File: config.mk
export PLATFORM = sky130hd
export DESIGN_NAME = halt_irq_ctrl
export DESIGN_NICKNAME = d
export VERILOG_FILES = /design/src/rtl/hic_pkg.sv /design/src/rtl/hic_sync.sv /design/src/rtl/hic_prio.sv /design/src/rtl/halt_irq_ctrl.sv
export SDC_FILE = /design/constraint.sdc
export NUM_CORES = 1
export LEC_CHECK = 0
export ABC_CLOCK_PERIOD_IN_PS = 2400
export CORE_MARGIN = 2
export CORE_UTILIZATION = 35
export CTS_CLUSTER_DIAMETER = 30
export CTS_CLUSTER_SIZE = 8
export DETAILED_ROUTE_END_ITERATION = 12
export SLEW_MARGIN = 15
export SYNTH_ARGS = -nofsm -noshare
export SYNTH_HDL_FRONTEND = slang
export SYNTH_SLANG_ARGS = --single-unit
File: constraint.sdc
create_clock -name clk -period 2.4 [get_ports clk]
set_clock_uncertainty 0.15 [all_clocks]
set_input_delay 0.48 -clock clk [delete_from_list [all_inputs] [get_ports clk]]
set_output_delay 0.48 -clock clk [all_outputs]
set_load 0.02 [all_outputs]
File: src/rtl/hic_pkg.sv
package hic_pkg;
    localparam int N_EXT  = 4;                 // external request lines
    localparam int N_REQ  = N_EXT + 1;         // plus level 0
    localparam int IDX_W  = $clog2(N_REQ);
    localparam int LVL_W  = $clog2(N_EXT + 2); // codes 0 and 2..N_EXT+1

    typedef struct packed {
        logic             valid;
        logic [LVL_W-1:0] level;
        logic             ack;
        logic             halted;
        logic             drive;
        logic             lvl0_pend;
        logic             halt_prev;
        logic             cont_prev;
    } hic_state_t;
endpackage

File: src/rtl/hic_sync.sv
module hic_sync #(
    parameter int   W       = 1,
    parameter logic RST_LVL = 1'b0
) (
    input  logic         clk,
    input  logic         rst_n,
    input  logic [W-1:0] d_i,
    output logic [W-1:0] q_o
);
    for (genvar g = 0; g < W; g++) begin : g_bit
        logic s1_q, s2_q;
        always_ff @(posedge clk or negedge rst_n) begin
            if (!rst_n) begin
                s1_q <= RST_LVL;
                s2_q <= RST_LVL;
            end else begin
                s1_q <= d_i[g];
                s2_q <= s1_q;
            end
        end
        assign q_o[g] = s2_q;
    end
endmodule

File: src/rtl/hic_prio.sv
module hic_prio
    import hic_pkg::*;
#(
    parameter int N = N_REQ
) (
    input  logic [N-1:0]             req_i,
    output logic                     any_o,
    output logic [$clog2(N)-1:0]     idx_o
);
    always_comb begin
        any_o = 1'b0;
        idx_o = '0;
        for (int i = N - 1; i >= 0; i--) begin
            if (req_i[i]) begin
                any_o = 1'b1;
                idx_o = ($clog2(N))'(i);
            end
        end
    end
endmodule

File: src/rtl/halt_irq_ctrl.sv
module halt_irq_ctrl
    import hic_pkg::*;
(
    input  logic             clk,
    input  logic             rst_n,
    input  logic [N_EXT-1:0] irq_n_i,
    input  logic [N_EXT:0]   irq_en_i,
    input  logic             halt_instr_i,
    input  logic             halt_line_i,
    output logic             halt_line_o,
    output logic             halt_line_oe_o,
    input  logic             cont_i,
    output logic             cont_ack_o,
    input  logic             take_i,
    output logic             irq_valid_o,
    output logic [LVL_W-1:0] irq_level_o,
    output logic             halted_o
);
    hic_state_t q, d;

    logic [N_EXT-1:0] irq_s;
    logic             halt_s, cont_s;
    logic [N_REQ-1:0] req;
    logic             req_any;
    logic [IDX_W-1:0] req_idx;
    logic [LVL_W-1:0] req_code;
    logic             halt_fall, cont_rise;

    hic_sync #(.W(N_EXT), .RST_LVL(1'b1)) u_sync_irq (
        .clk(clk), .rst_n(rst_n), .d_i(irq_n_i), .q_o(irq_s));
    hic_sync #(.W(1), .RST_LVL(1'b1)) u_sync_halt (
        .clk(clk), .rst_n(rst_n), .d_i(halt_line_i), .q_o(halt_s));
    hic_sync #(.W(1), .RST_LVL(1'b0)) u_sync_cont (
        .clk(clk), .rst_n(rst_n), .d_i(cont_i), .q_o(cont_s));

    assign req = {(~irq_s) & irq_en_i[N_EXT:1], q.lvl0_pend};

    hic_prio #(.N(N_REQ)) u_prio (
        .req_i(req), .any_o(req_any), .idx_o(req_idx));

    assign req_code  = (req_idx == '0) ? '0 : LVL_W'(req_idx) + LVL_W'(1);
    assign halt_fall = q.halt_prev & ~halt_s;
    assign cont_rise = cont_s & ~q.cont_prev;

    always_comb begin
        d           = q;
        d.ack       = 1'b0;
        d.halt_prev = halt_s;
        d.cont_prev = cont_s;

        if (cont_rise && !halt_s && irq_en_i[0])
            d.lvl0_pend = 1'b1;

        if (halt_instr_i) begin
            d.halted = 1'b1;
            d.drive  = 1'b1;
        end else if (halt_fall) begin
            d.halted = 1'b1;
        end

        if (cont_rise) begin
            d.halted = 1'b0;
            d.drive  = 1'b0;
        end

        if (q.valid) begin
            if (take_i) begin
                d.valid  = 1'b0;
                d.ack    = 1'b1;
                d.halted = 1'b0;
                d.drive  = 1'b0;
                if (q.level == '0)
                    d.lvl0_pend = 1'b0;
            end
        end else if (req_any) begin
            d.valid = 1'b1;
            d.level = req_code;
        end
    end

    always_ff @(posedge clk or negedge rst_n) begin
        if (!rst_n) begin
            q           <= '0;
            q.halt_prev <= 1'b1;
        end else begin
            q <= d;
        end
    end

    assign irq_valid_o    = q.valid;
    assign irq_level_o    = q.level;
    assign cont_ack_o     = q.ack;
    assign halted_o       = q.halted;
    assign halt_line_o    = q.drive;
    assign halt_line_oe_o = q.drive;

    a_r6_ack_one_clock: assert property (@(posedge clk) disable iff (!rst_n)
        cont_ack_o |=> !cont_ack_o);
    a_r6_ack_drops_valid: assert property (@(posedge clk) disable iff (!rst_n)
        cont_ack_o |-> !irq_valid_o);
    a_r5_hold_until_take: assert property (@(posedge clk) disable iff (!rst_n)
        (irq_valid_o && !take_i) |=> (irq_valid_o && $stable(irq_level_o)));
    a_r7_drive_only_halted: assert property (@(posedge clk) disable iff (!rst_n)
        halt_line_oe_o |-> halted_o);
    a_r11_ack_unhalts: assert property (@(posedge clk) disable iff (!rst_n)
        cont_ack_o |-> !halted_o);
    a_r2_legal_code: assert property (@(posedge clk) disable iff (!rst_n)
        irq_valid_o |-> (irq_level_o != LVL_W'(1) && irq_level_o <= LVL_W'(N_EXT + 1)));
endmodule

==> results.txt <==
- The flow ran to the end, and the final reports show no timing, DRC or antenna violations.
* Total of buffers placed on input and output ports: 22
- Number of H-tree levels: 1
- Placement Rows: 17
- Design Power: 1.01 mW
* Via count of the first global-routing pass: 555
* Synth top cells by count: 11 x sky130_fd_sc_hd__dfrtp_1, 11 x sky130_fd_sc_hd__dfstp_2, 8 x sky130_fd_sc_hd__inv_1
* Max-slew violation total from the final report: 0
- Total nets after synthesis: 81
* Initial antenna violation count: 0
- Layout cell share with drive strength beyond 1: 25.0%
* Cell area after technology mapping: 856 um^2
- Startpoint of the most critical setup path: irq_valid_o
- 0 antenna diodes ended up in the layout.
* Clock slew at the register clock pins of the worst setup and hold paths: 0.12 ns
- The detail route stage leaves a number of antenna-violating nets equal to 0.
- The signal on the critical path passes through clkdlybuf4s50_1.
- Total die area: 2860 um^2
* Maximum fanout encountered on the critical timing path: 6
- Number of vias per cell: 4.37
- Dominant cells by area after synthesis: sky130_fd_sc_hd__dfstp_2 34%, sky130_fd_sc_hd__dfrtp_1 32%, sky130_fd_sc_hd__buf_4 3.5%
- In this run the horizontal extent of the chip is 53.5 um.
- Largest net degree at the start of global routing: 23
- For this run, the number of Yosys warnings is 0.
* Iteration count of the initial detailed-routing pass: 1
- Final setup violating endpoints: 0
- For this run, the post-layout net count is 106.
- Later-pin clock latency in the skew report: 0.30 ns
- Dividing the synthesized area by the synthesized cell count gives 13.4 um^2.
- The share of synthesized area in the top cell type comes to 33.8%.
* Root buffer cell: sky130_fd_sc_hd__clkbuf_4
- Wire length per cell: 11.3 um
- Setup TNS after final layout: 0 ns
- Setup repair after global routing left no endpoint under its margin.
- The worst setup path is launched from a flop.
- Post-synth EDFFs: 0
* Synthesis-to-layout area growth: 34.2%
- Power per standard cell area: 884 nW/um^2
- TritonCTS built the clock tree.
* Critical path required time: 1.77 ns
* Seq cells post-synth: 22
- For this run, the total global-route usage over all layers was measured as 11.9%.
- In this run the most critical hold path is launched from u_sync_irq.g_bit[0].s1_q.
- Startpoint of the worst register-to-register path: u_sync_irq.g_bit[0].s2_q
* Classification of the worst-slack hold path: flop to flop
- The count of endpoints failing hold in the final timing report came to 0.
* Wire length of the first global-routing pass: 2.33 mm
* CP max stage cell: sky130_fd_sc_hd__clkdlybuf4s50_1
* Count of pins on the block boundary: 23
- Post-CTS timing repair inserted 0 buffers for setup.
- Tightest slew margin relative to the limit: 75.7%
- Data arrival time of the critical path: 1.41 ns
- Number of buffers inserted during clock tree synthesis: 3
- Buf/Inv on CP: 1
- The die is 53.5 um tall.
- Summed over all cells, the static leakage comes to 0.505 nW.
- On the worst path, the slowest cell contributes a delay of 0.64 ns.
- On the final layout, the worst hold slack is 0.213 ns.
* Fmax: 489 MHz
* Maximum vdd drop: 632 uV
- Routability-driven placement finished with a final weighted congestion of 0.723.
- Number of design-rule violations left by the first detailed-router iteration: 0
- The most used flip-flop cell after synthesis is sky130_fd_sc_hd__dfstp_2.
* Initial Utilization: 38.0%
- Top cell family by delay on the critical path: buffers and inverters
- The filler cells instantiated in the layout total 214.
- STA classifies the critical path endpoint as an output pin.
- GR Overflow Total: 0
* Post-cts repair resize count: 0
- Summed over all instances, the cell type with the most area after synthesis is sky130_fd_sc_hd__dfstp_2.
- The netlist uses 26 different library cells.
* Async set or reset register ratio after synthesis: 100%
- For the pin with the worst max-slew slack, the measured transition is 0.362 ns.
- For this run, the register share of the synthesized area comes to 65.9%.
- The final critical path takes up 85.2% of the cycle.
- Number of DRC violations after detailed routing: 0
- Counting every instance in the synthesized netlist gives 64.
- Wire length reported by the detailed router: 1.31 mm
- Buffer depth of the longest clock path: 2
- Std-Cell Core Area: 2250 um^2
- For this design, the CTS-stage hold fixing added 0 buffers.
- The smallest clock period supported by the final layout is computed as 2.04 ns.
* Detailed placer's ending HPWL: 999 um
* Max-cap violations: 0
- Via count: 507
- The critical path in this run is classified as flop to output pin.
* Clock sink count: 22
power by group:
part	total [mW]	switching (mW)	internal, mW
registers	0.471	0.0426	0.428
clock network	0.278	0.109	0.169
logic	0.266	0.121	0.145
total	1.01	0.273	0.742
cells by family (layout without fill, tap and decap cells):
group	after synthesis	count (layout)	share of synthesized area [%]
buffers and inverters	12	36	7.02
multiplexers	3	3	4.24
AO/OA/AOI/OAI	10	10	8.04
flip-flops	22	22	65.9
adder cells (fa/ha/maj)	2	2	2.92
AND/OR/NAND/NOR	15	15	11.8
final timing paths:
| path | endpoint | slack, ns | depth (start not counted) |
|---|---|---|---|
| max | irq_valid_o | 0.36 | 1 |
| min | u_sync_irq.g_bit[0].s2_q | 0.21 | 0 |
| max reg2reg | irq_level_o[0] | 0.48 | 6 |
| min reg2reg | u_sync_irq.g_bit[0].s2_q | 0.21 | 0 |
| max in group asynchronous | u_sync_irq.g_bit[1].s1_q | 1.46 | 2 |
| min in group asynchronous | irq_valid_o | 0.36 | 2 |
per-layer routing:
| metal | up-vias | GRT usage, % | routed length (um) |
|---|---|---|---|
| met5 | - | 0 | 0 |
| li1 | 253 | - | - |
| met3 | 2 | 3.95 | 89 |
| met4 | 0 | 8.55 | 19 |
| met2 | 16 | 18.9 | 642 |
| met1 | 236 | 13.2 | 556 |
final cells by class:
type | count | area (um^2) | share of cell area [%]
repair buffers | 24 | 235 | 20.5
clock buffers | 3 | 22.5 | 1.96
inverters | 8 | 30.0 | 2.61
clock inverters | 1 | 30.0 | 2.61
flip-flops and latches | 22 | 564 | 49.1
well taps | 28 | 35.0 | 3.05
multi-input cells | 30 | 231 | 20.2
flip-flops by register name, indices dropped and copies added (netlist names), 3 cells and up:
name,count
u_sync_irq.g_bit.s2_q,4
q,3
u_sync_irq.g_bit.s1_q,4
irq_level_o,3
placed cells by master, fill, tap and decap left out, types with 2 or more instances in the layout:
master and instances:
sky130_fd_sc_hd__buf_4 2, sky130_fd_sc_hd__inv_1 8, sky130_fd_sc_hd__clkbuf_4 3, sky130_fd_sc_hd__a21oi_1 2, sky130_fd_sc_hd__dfrtp_1 11, sky130_fd_sc_hd__clkdlybuf4s50_1 22, sky130_fd_sc_hd__nand2b_1 2, sky130_fd_sc_hd__ha_1 2
sky130_fd_sc_hd__dfstp_2 11, sky130_fd_sc_hd__nor2_1 6
per-stage QoR:
stage | utilization [%] | instance area (um^2) | worst slack (ns) | instances
final | 50.9 | 1150 | 0.356 | 116
after global routing | 50.9 | 1150 | 0.256 | 116
after CTS | 50.9 | 1150 | 0.337 | 116
after detailed placement | 48.6 | 1100 | 0.0610 | 112
after global placement | 48.6 | 1100 | 0.0989 | 112
after floorplan | - | 856 | 0.557 | 64
(Power assumes the default switching activity.)
